## src/rtl/baud_tap_pkg.sv

```systemverilog
package baud_tap_pkg;
    localparam int CTRL_W        = 8;
    localparam int STATUS_W      = 8;
    localparam int CTRL_HOLD_BIT = 0;
    localparam int CTRL_SEL_BIT  = 2;
    localparam int STATUS_TAP_BIT = 7;
    localparam int NUM_SRC       = 2;
    // source index: 0 = fast (300-rate), 1 = slow (110-rate)
    localparam int SRC_FAST      = 0;
    localparam int SRC_SLOW      = 1;

    typedef struct packed {
        logic sel_wide;  // 1: divide-by-32 tap, 0: divide-by-16 tap
        logic hold;      // 1: divider held at zero
    } ctrl_t;
endpackage

```

## src/rtl/btd_src_sync.sv

```systemverilog
module btd_src_sync #(
    parameter int SYNC_STAGES = 2
) (
    input  logic clk,
    input  logic rst_n,
    input  logic line_i,
    output logic fall_o
);
    typedef struct packed {
        logic [SYNC_STAGES-1:0] pipe;
        logic                   prev;
    } sync_st_t;

    sync_st_t st_d, st_q;

    always_comb begin
        st_d      = st_q;
        st_d.pipe = {st_q.pipe[SYNC_STAGES-2:0], line_i};
        st_d.prev = st_q.pipe[SYNC_STAGES-1];
        fall_o    = st_q.prev & ~st_q.pipe[SYNC_STAGES-1];
    end

    always_ff @(posedge clk) begin
        if (!rst_n) st_q <= '0;
        else        st_q <= st_d;
    end

    // a detected fall lasts exactly one system clock
    single_fall_chk: assert property (@(posedge clk) disable iff (!rst_n)
        fall_o |=> !fall_o);
endmodule

```

## src/rtl/btd_ctrl_reg.sv

```systemverilog
module btd_ctrl_reg
    import baud_tap_pkg::*;
(
    input  logic              clk,
    input  logic              rst_n,
    input  logic              we_i,
    input  logic [CTRL_W-1:0] wdata_i,
    output ctrl_t             ctrl_o
);
    ctrl_t ctrl_d, ctrl_q;
    logic  unused_wdata;

    assign unused_wdata = ^wdata_i;

    always_comb begin
        ctrl_d = ctrl_q;
        if (we_i) begin
            ctrl_d.sel_wide = wdata_i[CTRL_SEL_BIT];
            ctrl_d.hold     = wdata_i[CTRL_HOLD_BIT];
        end
    end

    always_ff @(posedge clk) begin
        if (!rst_n) ctrl_q <= '0;
        else        ctrl_q <= ctrl_d;
    end

    assign ctrl_o = ctrl_q;


    sel_load_chk: assert property (@(posedge clk) disable iff (!rst_n)
        we_i |=> (ctrl_o.sel_wide == $past(wdata_i[CTRL_SEL_BIT])));

    ctrl_keep_chk: assert property (@(posedge clk) disable iff (!rst_n)
        !we_i |=> $stable(ctrl_o));
endmodule

```

## src/rtl/btd_divider.sv

```systemverilog
module btd_divider #(
    parameter int STAGES = 7
) (
    input  logic              clk,
    input  logic              rst_n,
    input  logic              step_i,
    input  logic              hold_i,
    output logic [STAGES-1:0] count_o
);
    typedef struct packed {
        logic [STAGES-1:0] count;
    } div_st_t;

    div_st_t st_d, st_q;

    always_comb begin
        st_d = st_q;
        if (hold_i)      st_d.count = '0;
        else if (step_i) st_d.count = st_q.count + 1'b1;
    end

    always_ff @(posedge clk) begin
        if (!rst_n) st_q <= '0;
        else        st_q <= st_d;
    end

    assign count_o = st_q.count;


    hold_zero_chk: assert property (@(posedge clk) disable iff (!rst_n)
        hold_i |=> (count_o == '0));

    step_inc_chk: assert property (@(posedge clk) disable iff (!rst_n)
        (step_i && !hold_i) |=> (count_o == STAGES'($past(count_o) + 1'b1)));

    idle_keep_chk: assert property (@(posedge clk) disable iff (!rst_n)
        (!step_i && !hold_i) |=> $stable(count_o));
endmodule

```

## src/rtl/baud_tap_div.sv

```systemverilog
module baud_tap_div
    import baud_tap_pkg::*;
#(
    parameter int STAGES      = 7,
    parameter int SYNC_STAGES = 2,
    parameter int TAP_NARROW  = 3,
    parameter int TAP_WIDE    = 4
) (
    input  logic                clk,
    input  logic                rst_n,
    input  logic                src_slow_i,
    input  logic                src_fast_i,
    input  logic                jumper_i,
    input  logic                ctrl_we_i,
    input  logic [CTRL_W-1:0]   ctrl_wdata_i,
    output logic [STATUS_W-1:0] status_o
);
    logic [NUM_SRC-1:0] src_lines;
    logic [NUM_SRC-1:0] src_fall;
    ctrl_t              ctrl;
    logic               step;
    logic [STAGES-1:0]  count;
    logic               tap;
    logic               unused_count;

    assign src_lines[SRC_FAST] = src_fast_i;
    assign src_lines[SRC_SLOW] = src_slow_i;

    for (genvar i = 0; i < NUM_SRC; i++) begin : g_src
        btd_src_sync #(.SYNC_STAGES(SYNC_STAGES)) u_sync (
            .clk   (clk),
            .rst_n (rst_n),
            .line_i(src_lines[i]),
            .fall_o(src_fall[i])
        );
    end

    assign step = jumper_i ? src_fall[SRC_SLOW] : src_fall[SRC_FAST];

    btd_ctrl_reg u_ctrl (
        .clk    (clk),
        .rst_n  (rst_n),
        .we_i   (ctrl_we_i),
        .wdata_i(ctrl_wdata_i),
        .ctrl_o (ctrl)
    );

    btd_divider #(.STAGES(STAGES)) u_div (
        .clk    (clk),
        .rst_n  (rst_n),
        .step_i (step),
        .hold_i (ctrl.hold),
        .count_o(count)
    );

    assign unused_count = ^count;
    assign tap          = ctrl.sel_wide ? count[TAP_WIDE] : count[TAP_NARROW];

    always_comb begin
        status_o                 = '0;
        status_o[STATUS_TAP_BIT] = tap;
    end


    held_tap_low_chk: assert property (@(posedge clk) disable iff (!rst_n)
        $past(ctrl.hold) && ctrl.hold |-> !status_o[STATUS_TAP_BIT]);
endmodule

```

## config.mk

```make
export PLATFORM = sky130hd
export DESIGN_NAME = baud_tap_div
export DESIGN_NICKNAME = d
export VERILOG_FILES = /design/src/rtl/baud_tap_pkg.sv /design/src/rtl/btd_src_sync.sv /design/src/rtl/btd_ctrl_reg.sv /design/src/rtl/btd_divider.sv /design/src/rtl/baud_tap_div.sv
export SDC_FILE = /design/constraint.sdc
export NUM_CORES = 1
export LEC_CHECK = 0
export CORE_UTILIZATION = 35
export DETAILED_ROUTE_END_ITERATION = 12
export GPL_ROUTABILITY_DRIVEN = 1
export HOLD_SLACK_MARGIN = 0.08
export PLACE_DENSITY = 0.69
export SYNTH_ARGS = -nofsm -noshare
export SYNTH_HDL_FRONTEND = slang
export SYNTH_SLANG_ARGS = --single-unit
export TNS_END_PERCENT = 100
```

## constraint.sdc

```tcl
create_clock -name clk -period 2.5 [get_ports clk]
set_input_delay 0.5 -clock clk [delete_from_list [all_inputs] [get_ports clk]]
set_output_delay 0.5 -clock clk [all_outputs]
set_load 0.01 [all_outputs]
```

# [After elaboration in Yosys (flattened, before gate mapping)]
# Index checks and enable logic that the tools add are counted.
[op_classes] add_sub_neg=1 mux=2 bitwise=5 n_reduce_logical=1
[op_table] cell="$add A7 B1 Y7 const B" count=1
[op_table] cell="$not A1 Y1" count=3
[op_table] cell="$and A1 B1 Y1" count=2
[op_table] cell="$mux W1" count=2
[op_table] cell="$reduce_or A2 Y1" count=1
[totals] reg_bits=15 in_bits=14 output_inout_bits=8 wordCells=16

# [Longest topological paths before layout]
# Gate-level depths: netlist (run 1).
[logic_depth] word_depth=3 mapped_depth=4 depth_no_buf=4

# [By module]
# From an unflattened synthesis (run 1), not the netlist that was laid out.
[unflattened] cells_unflattened=61 area_unflattened_um2=623.1
[modules_own_cells] mod="btd_divider" instances=1 cells_each=30 area_per_inst_um2=279.0 seq_area_each_um2=140.1
[modules_own_cells] mod="btd_src_sync" instances=2 cells_each=7 area_per_inst_um2=88.8 seq_area_each_um2=60.1
[modules_own_cells] mod="baud_tap_div" instances=1 cells_each=11 area_per_inst_um2=93.8 seq_area_each_um2=0.0
[modules_own_cells] mod="btd_ctrl_reg" instances=1 cells_each=6 area_per_inst_um2=72.6 seq_area_each_um2=40.0

# [Worst setup path after synthesis (run 1)]
# Ideal clock, no wire load.
[synth_path] kind="input to register" start="in jumper_i" end="reg u_div.st_q (netlist bit u_div.count_o[3])" setup_ps=74 t_arrival_ps=1329 t_required_ps=2426 setup_slack_ps=1097 path_stages=3 path_buffers=0 path_cell_list="or3b_4 > a2111o_1 > o21ai_0"
[synth_between] elab_chain_cells=1
[synth_lines] element="from (decl)" line_no="baud_tap_div.sv:13" rtl="input logic jumper_i,"
[synth_lines] element="$mux W1" line_no="baud_tap_div.sv:38" rtl="assign step = jumper_i ? src_fall[SRC_SLOW] : src_fall[SRC_FAST];"
[synth_lines] element="to (signal assigned)" line_no="btd_divider.sv:24" rtl="else st_q <= st_d;"
[synth_lines] element="to (decl)" line_no="btd_divider.sv:14" rtl="div_st_t st_d, st_q;"
# Every way passes these cells.
# A chain may end at the register's enable or synchronous reset.

# [Worst setup path after layout (run 1)]
[layout_path] start="reg u_ctrl.ctrl_q (netlist bit u_ctrl.ctrl_o[1])" end="out status_o[7]"
[layout_between] elab_chain_cells=1
[layout_lines] element="from (decl)" line_no="btd_ctrl_reg.sv:10" rtl="ctrl_t ctrl_d, ctrl_q;"
[layout_lines] element="from (signal assigned)" line_no="btd_ctrl_reg.sv:25" rtl="else ctrl_q <= ctrl_d;"
[layout_lines] element="$mux W1" line_no="baud_tap_div.sv:57" rtl="assign tap = ctrl.sel_wide ? count[TAP_WIDE] : count[TAP_NARROW];"
[layout_lines] element="to (decl)" line_no="baud_tap_div.sv:16" rtl="output logic [STATUS_W-1:0] status_o"
# Every way passes these cells.

==> out/qor.log, run 1 <==
INFO  run_status     outcome=finished, final reports clean
INFO  final_layout   antenna-diode-count=0
INFO  sta            timing.final.ws_setup=0.588ns
INFO  die            core-area=1540um^2
INFO  yosys          yosys.cell_types.count=21
INFO  global_routing grt_start_max_net_pins=11
INFO  worst_setup_path timing.critical_path.to_type=output pin
INFO  clocking       cts_root_buf=sky130_fd_sc_hd__clkbuf_4
INFO  yosys          synthDominantAreaCellType=sky130_fd_sc_hd__dfxtp_1
INFO  worst_hold_path min_path_type=flip-flop to flip-flop
INFO  sta            final_clock_skew=0.00792ns
INFO  placement      detailedPlacementHpwl=628um
INFO  worst_setup_path critPathRequiredTime=2.00ns
INFO  flow_run       max-cap-violations=0
INFO  pwr            power_report.internal_total=0.292mW
INFO  drt            detail_route.vias_per_cell=4.97
INFO  yosys          ys.flop_type=sky130_fd_sc_hd__dfxtp_1
INFO  clocking       clk-insertion-delay-late=0.27ns
INFO  worst_setup_path critical_path.max_fanout=2
INFO  sta            achievable-frequency=0.523GHz
INFO  drt            total_routed_length=834um
INFO  global_routing grt_pass1_vias=400
INFO  final_layout   finalNetCount=86
INFO  clocking       numCtsBuffers=3
INFO  clocking       cts_tree=yes
INFO  yosys          synth.cells.most_frequent=sky130_fd_sc_hd__dfxtp_1, sky130_fd_sc_hd__buf_4, sky130_fd_sc_hd__and2_1
INFO  pwr            power.combinational.fraction=8.5%
INFO  pwr            p_sw_share=21.9%
INFO  worst_setup_path worst_setup_path_start_kind=flip-flop
INFO  die            std_cell_rows=14
INFO  placement      placer_congestion=0.606
INFO  drt            drc=0
INFO  die            die_y=42.9um
INFO  final_layout   final-seq-area=260um^2
INFO  yosys          synth_most_common_cell=sky130_fd_sc_hd__dfxtp_1
INFO  pwr            power.ir.vdd_worst=0.347mV
INFO  global_routing antenna_found_initial=0
INFO  sta            setup_total_negative_slack=0ns
INFO  sta            hold-worst-slack=0.439ns
INFO  yosys          netlist.area_leader.share=44.5%
INFO  pwr            cellPowerDensity=556nW/um^2
INFO  drt            antenna_left=0
INFO  final_layout   area_delta_synth_final=15.2%
INFO  worst_setup_path timing_worst_setup_path_type=flip-flop to output pin
INFO  drt            avgRoutedWirePerCell=9.70um
INFO  drt            drt_iter0_drc=7
INFO  pwr            seq_power_share=57.8%
INFO  sta            unrepaired_setup_endpoints_after_global_routing=no
INFO  yosys          async_reset_ff_share=0%
INFO  clocking       clk_path_buf_depth=2
INFO  clocking       post_cts_resize_count=0
INFO  yosys          synth.ff_latch_count=13
INFO  yosys          gate_count_post_synth=60
INFO  pwr            total_leakage_power=0.270nW
INFO  worst_setup_path crit_arrival=1.41ns
INFO  final_layout   fill_cells=150
INFO  pwr            fin_total_pwr=0.374mW
INFO  clocking       ctsHtreeMaxLevel=1
INFO  clocking       cts.repair_timing.setup_buffer_count=0
INFO  sta            finalHoldViolCount=0
INFO  pwr            power.net_switching=0.0819mW
INFO  yosys          syn_area_per_cell=9.74um^2
INFO  pwr            clock_power_share=33.7%
INFO  global_routing grt_use_total=12.1%
INFO  yosys          number_of_enable_type_register_cells_in_the_synthesized_netlist=0
INFO  placement      post-place-ws=0.560ns
INFO  clocking       cts_hold_repair.buffers=0
INFO  yosys          cell_area_after_synthesis=584um^2
INFO  final_layout   postLayoutCoreUtil=43.7%
INFO  die            floorplan.die_area=1840um^2
INFO  drt            vias=427
INFO  die            floorplan.initialDensity=37.9%
INFO  die            ioPinCount=22
INFO  global_routing grt_first_pass_wirelength=1.57mm
INFO  sta            finalCriticalPeriod=1.91ns
INFO  die            die-width=42.9um
INFO  yosys          synth_seq_area_share=44.5%
INFO  yosys          netlist_top_cells_area=sky130_fd_sc_hd__dfxtp_1, sky130_fd_sc_hd__buf_4, sky130_fd_sc_hd__mux2i_1
INFO  drt            detailedRoute.firstPassIterationCount=4
INFO  yosys          yosys_warnings=0
INFO  placement      numPortBuffers=8
INFO  sta            layout_worst_path_cycle_share=76.5%
INFO  sta            setup_violations=0
INFO  global_routing global_route.overflow_total=0
INFO  clocking       cts_sinks=13
INFO  final_layout   multi_input_comb_area=287um^2
INFO  clocking       clk_pin_slew_worst_paths=0.08ns
INFO  sta            maxSlewViolCount=0
INFO  final_layout   drive_above_1_share=8.57%
## metrics by stage
step,cell area [um^2],instances
after global routing,673,86
after global placement,647,82
after floorplan,607,66
final,673,86
after detailed placement,647,82
after CTS,673,86
## power by group through the flow
stage	Combinational, mW	Clock, mW	Sequential, mW
global route	0.0358	0.146	0.218
finish	0.0319	0.126	0.216
CTS	0.0321	0.133	0.216
floorplan	0.0253	0	0.220
global placement	0.0312	0	0.221
detailed placement	0.0321	0	0.221
## kinds of logic (layout without fill, tap and decap cells)
family / after synthesis / count (layout) / synth area share [%]
AND/OR/NAND/NOR: 24 / 24 / 25.3
flip-flops: 13 / 13 / 44.5
AO/OA/AOI/OAI: 8 / 8 / 8.35
buffers and inverters: 8 / 12 / 10.3
multiplexers: 5 / 5 / 8.78
adder cells (fa/ha/maj): 1 / 1 / 2.14
other: 1 / 7 / 0.642
## cells in the final DEF (no fill, tap or decap), types with 2 or more instances in the layout
master	n
sky130_fd_sc_hd__nand2b_1	3
sky130_fd_sc_hd__mux2i_1	4
sky130_fd_sc_hd__clkdlybuf4s50_1	8
sky130_fd_sc_hd__nor2b_1	3
sky130_fd_sc_hd__nand2_1	3
sky130_fd_sc_hd__dfxtp_1	13
sky130_fd_sc_hd__o21ai_0	3
sky130_fd_sc_hd__nand3_1	3
sky130_fd_sc_hd__nor3_1	2
sky130_fd_sc_hd__conb_1	7
sky130_fd_sc_hd__a21oi_1	3
sky130_fd_sc_hd__clkbuf_4	3
sky130_fd_sc_hd__and2_1	5
## sequential cells by signal (all words and copies together), names as in the netlist
name	count
g_src.u_sync.st_q	2
u_ctrl.ctrl_o	2
u_div.count_o	5
g_src.u_sync.st_d	4
## worst max-delay path: stages (launching register included)
cell and delay, ns:
sky130_fd_sc_hd__dfxtp_1 0.34, sky130_fd_sc_hd__mux2_2 0.33, sky130_fd_sc_hd__clkdlybuf4s50_1 0.47
## final cells by class
class,instances,share of cell area (%)
Clock buffer,4,3.90
Multi-Input combinational cell,45,42.6
Sequential cell,13,38.7
Tap cell,16,2.97
Timing Repair Buffer,8,11.9
## path summary, 6_finish.rpt
check	startpoint	end	slack (ns)	cells after the start
worst max-delay path	u_ctrl.ctrl_o[1]	status_o[7]	0.59	2
worst min register to register	g_src[1].u_sync.st_d[2]	g_src[1].u_sync.st_d[0]	0.44	1
worst max register to register	g_src[0].u_sync.st_d[0]	u_div.count_o[3]	1.22	3
worst min-delay path	g_src[1].u_sync.st_d[2]	g_src[1].u_sync.st_d[0]	0.44	1
## routing by layer
layer | share of wire [%] | up-vias | global-route usage (%)
li1 | - | 213 | -
met1 | 44 | 193 | 13.4
met2 | 49 | 19 | 17.6
met3 | 5.8 | 2 | 4.26
met4 | 1.8 | 0 | 11.3
met5 | 0 | - | 0
(Power assumes the default switching activity.)
==> run 2: changes to the inputs <==
PLACE_DENSITY = 0.71   (was 0.69)
clock period = 1.6 ns   (was 2.5 ns; I/O delays follow)
==> run 2 against run 1 <==
Utilization rose by 1.4 points. Non-clock buffer count up 3. Combinational power up 72%. Worst hold slack got worse by 0.0025 ns. Sequential share of layout area shrank 1.2 points. Total power increased by 57%. Sequential power rose by 56%. Critical path type unchanged. Global-route usage up 0.36 points. Sequential cell count is the same. Clock-buffer cell count is the same. Register-to-register slack lost 0.96 ns.
==> out/qor.log, run 2 (synthesis gave the netlist of run 1 again) <==
INFO  clocking       clk_path_buf_depth=2 [unchanged]
INFO  die            die_y=42.9um [unchanged]
INFO  pwr            fin_total_pwr=0.586mW [+57%]
INFO  sta            final_clock_skew=0.00401ns [-0.00391 ns]
INFO  sta            layout_worst_path_cycle_share=95.9%
INFO  global_routing grt_pass1_vias=417 [+4.3%]
INFO  final_layout   final-seq-area=260um^2 [unchanged]
INFO  clocking       ctsHtreeMaxLevel=1 [unchanged]
INFO  sta            finalCriticalPeriod=1.53ns
INFO  worst_setup_path timing_worst_setup_path_type=flip-flop to output pin
INFO  pwr            cellPowerDensity=844nW/um^2 [+52%]
INFO  final_layout   multi_input_comb_area=287um^2 [unchanged]
INFO  worst_setup_path worst_setup_path_start_kind=flip-flop
INFO  global_routing global_route.overflow_total=0 [unchanged]
INFO  worst_setup_path critical_path.startpoint=u_ctrl.ctrl_o[1]
INFO  final_layout   fill_cells=158 [+5.3%]
INFO  worst_setup_path timing.critical_path.to_type=output pin
INFO  placement      detailedPlacementHpwl=713um [+13%]
INFO  final_layout   final_instance_count_without_filler_cells=89 [+3.5%]
INFO  placement      placer_congestion=0.603 [-0.40%]
INFO  flow_run       max-cap-violations=0 [unchanged]
INFO  global_routing grt_start_max_net_pins=9 [-2]
INFO  clocking       cts_sinks=13 [unchanged]
INFO  drt            avgRoutedWirePerCell=10.7um [+10%]
INFO  sta            setup_violations=0 [unchanged]
INFO  die            ioPinCount=22 [unchanged]
INFO  worst_hold_path min_path_type=flip-flop to flip-flop
INFO  die            die-width=42.9um [unchanged]
INFO  run_status     outcome=finished, final reports clean
INFO  drt            antenna_left=0 [unchanged]
INFO  global_routing grt_use_total=12.4% [+0.36 points]
INFO  worst_hold_path worst_hold_startpoint=g_src[1].u_sync.st_d[2]
INFO  clocking       cts_tree=yes
INFO  clocking       cts.repair_timing.setup_buffer_count=0 [unchanged]
INFO  global_routing grt_first_pass_wirelength=1.72mm [+9.2%]
INFO  worst_setup_path critPathRequiredTime=1.28ns [-0.72 ns]
INFO  sta            maxSlewViolCount=0 [unchanged]
INFO  sta            finalHoldViolCount=0 [unchanged]
INFO  final_layout   largest_register_ffs=5 [unchanged]
INFO  placement      post-place-ws=-0.141ns [-0.701 ns]
INFO  drt            detailedRoute.firstPassIterationCount=4 [unchanged]
INFO  die            floorplan.die_area=1840um^2 [unchanged]
INFO  pwr            total_leakage_power=0.288nW [+6.9%]
INFO  final_layout   antenna-diode-count=0 [unchanged]
INFO  drt            drt_iter0_drc=10 [+3]
INFO  die            floorplan.initialDensity=37.9% [unchanged]
INFO  final_layout   drive_above_1_share=12.3% [+3.8 points]
INFO  worst_setup_path critical_path.max_fanout=2 [unchanged]
INFO  worst_setup_path crit_arrival=1.21ns [-0.20 ns]
INFO  final_layout   area_delta_synth_final=18.8%
INFO  final_layout   most_common_library_cell_in_the_layout_ignoring_fill_and_taps=sky130_fd_sc_hd__dfxtp_1
INFO  sta            timing.final.ws_setup=0.0657ns [-0.522 ns]
INFO  drt            total_routed_length=949um [+14%]
INFO  placement      placedCellCount=85 [+3.7%]
INFO  final_layout   mostFrequentLayoutCells=sky130_fd_sc_hd__dfxtp_1, sky130_fd_sc_hd__conb_1, sky130_fd_sc_hd__clkdlybuf4s50_1, sky130_fd_sc_hd__and2_1, sky130_fd_sc_hd__mux2i_1
INFO  clocking       cts_root_buf=sky130_fd_sc_hd__clkbuf_4
INFO  sta            achievable-frequency=0.652GHz
INFO  final_layout   postLayoutCoreUtil=45.0% [+1.4 points]
INFO  die            std_cell_rows=14 [unchanged]
INFO  drt            drc=0 [unchanged]
INFO  clocking       clk-insertion-delay-late=0.27ns [about the same]
INFO  drt            detail_route.vias_per_cell=4.90 [-1.3%]
INFO  die            core-area=1540um^2 [unchanged]
INFO  placement      numPortBuffers=8 [unchanged]
INFO  sta            unrepaired_setup_endpoints_after_global_routing=no
INFO  drt            vias=436 [+2.1%]
INFO  clocking       cts_hold_repair.buffers=0 [unchanged]
INFO  final_layout   finalNetCount=89 [+3.5%]
INFO  global_routing antenna_found_initial=0 [unchanged]
INFO  clocking       clk_pin_slew_worst_paths=0.08ns [about the same]
INFO  pwr            power.ir.vdd_worst=0.390mV [+12%]
INFO  clocking       numCtsBuffers=3 [unchanged]
INFO  worst_setup_path critical_register_to_register_path_startpoint=g_src[0].u_sync.st_d[0]
-- run 2: cell types whose count changed in the layout (fill, tap and decap cells not counted), sizes merged --
cell,delta
buf,+3
clkdlybuf4s50,-1
dlygate4sd2,+1
-- run 2: worst paths after layout --
path | endpoint | slack (ns) | cells after the start
worst max-delay path | status_o[7] | 0.07 | 2
worst min-delay path | g_src[1].u_sync.st_d[0] | 0.44 | 1
worst max register to register | u_div.count_o[3] | 0.26 | 3
worst min register to register | g_src[1].u_sync.st_d[0] | 0.44 | 1
-- run 2: final cells by class --
class,count,share of cell area (%)
tap,16,2.88
sequential,13,37.5
multi-input combinational,45,41.3
timing repair buffer,11,14.6
clock buffer,4,3.78
-- run 2: critical path: stages, from the launching register on --
cell	delay [ns]
sky130_fd_sc_hd__dfxtp_1	0.35
sky130_fd_sc_hd__mux2_2	0.33
sky130_fd_sc_hd__dlygate4sd2_1	0.28
-- run 2: per-stage QoR --
stage          hold slack [ns]  setup TNS [ns]  instance area [um^2]
2_1_floorplan            0.412               0                   607
3_3_place_gp             0.415         -0.0981                   669
3_5_place_dp             0.422          -0.227                   669
4_1_cts                  0.440               0                   694
5_1_grt                  0.487               0                   694
6_report                 0.436               0                   694
-- run 2: routing by layer --
metal	global-route usage [%]	wire length (um)	vias up
met3	3.83	66	2
met5	0	0	-
met1	14.7	411	199
met4	5.63	8	0
met2	20.3	462	19
li1	-	-	216
-- run 2: repair_timing --
action / in CTS / in global routing
endpoints found under the setup margin: 1 / 0
endpoints found under the hold margin: 0 / 0
gates resized for setup: 1 / 0
-- run 2: where the power goes --
part           total, mW  internal, mW  switching [mW]  leakage (nW)
Clock              0.193        0.0964          0.0968        0.0150
Sequential         0.338         0.333         0.00498         0.106
Combinational     0.0550        0.0309          0.0241         0.167
==> run 3: changes to the inputs <==
SLEW_MARGIN = 20   (was default)
==> results of run 3 <==
No change in the layout: final DEF, timing and power equal those of run 2.
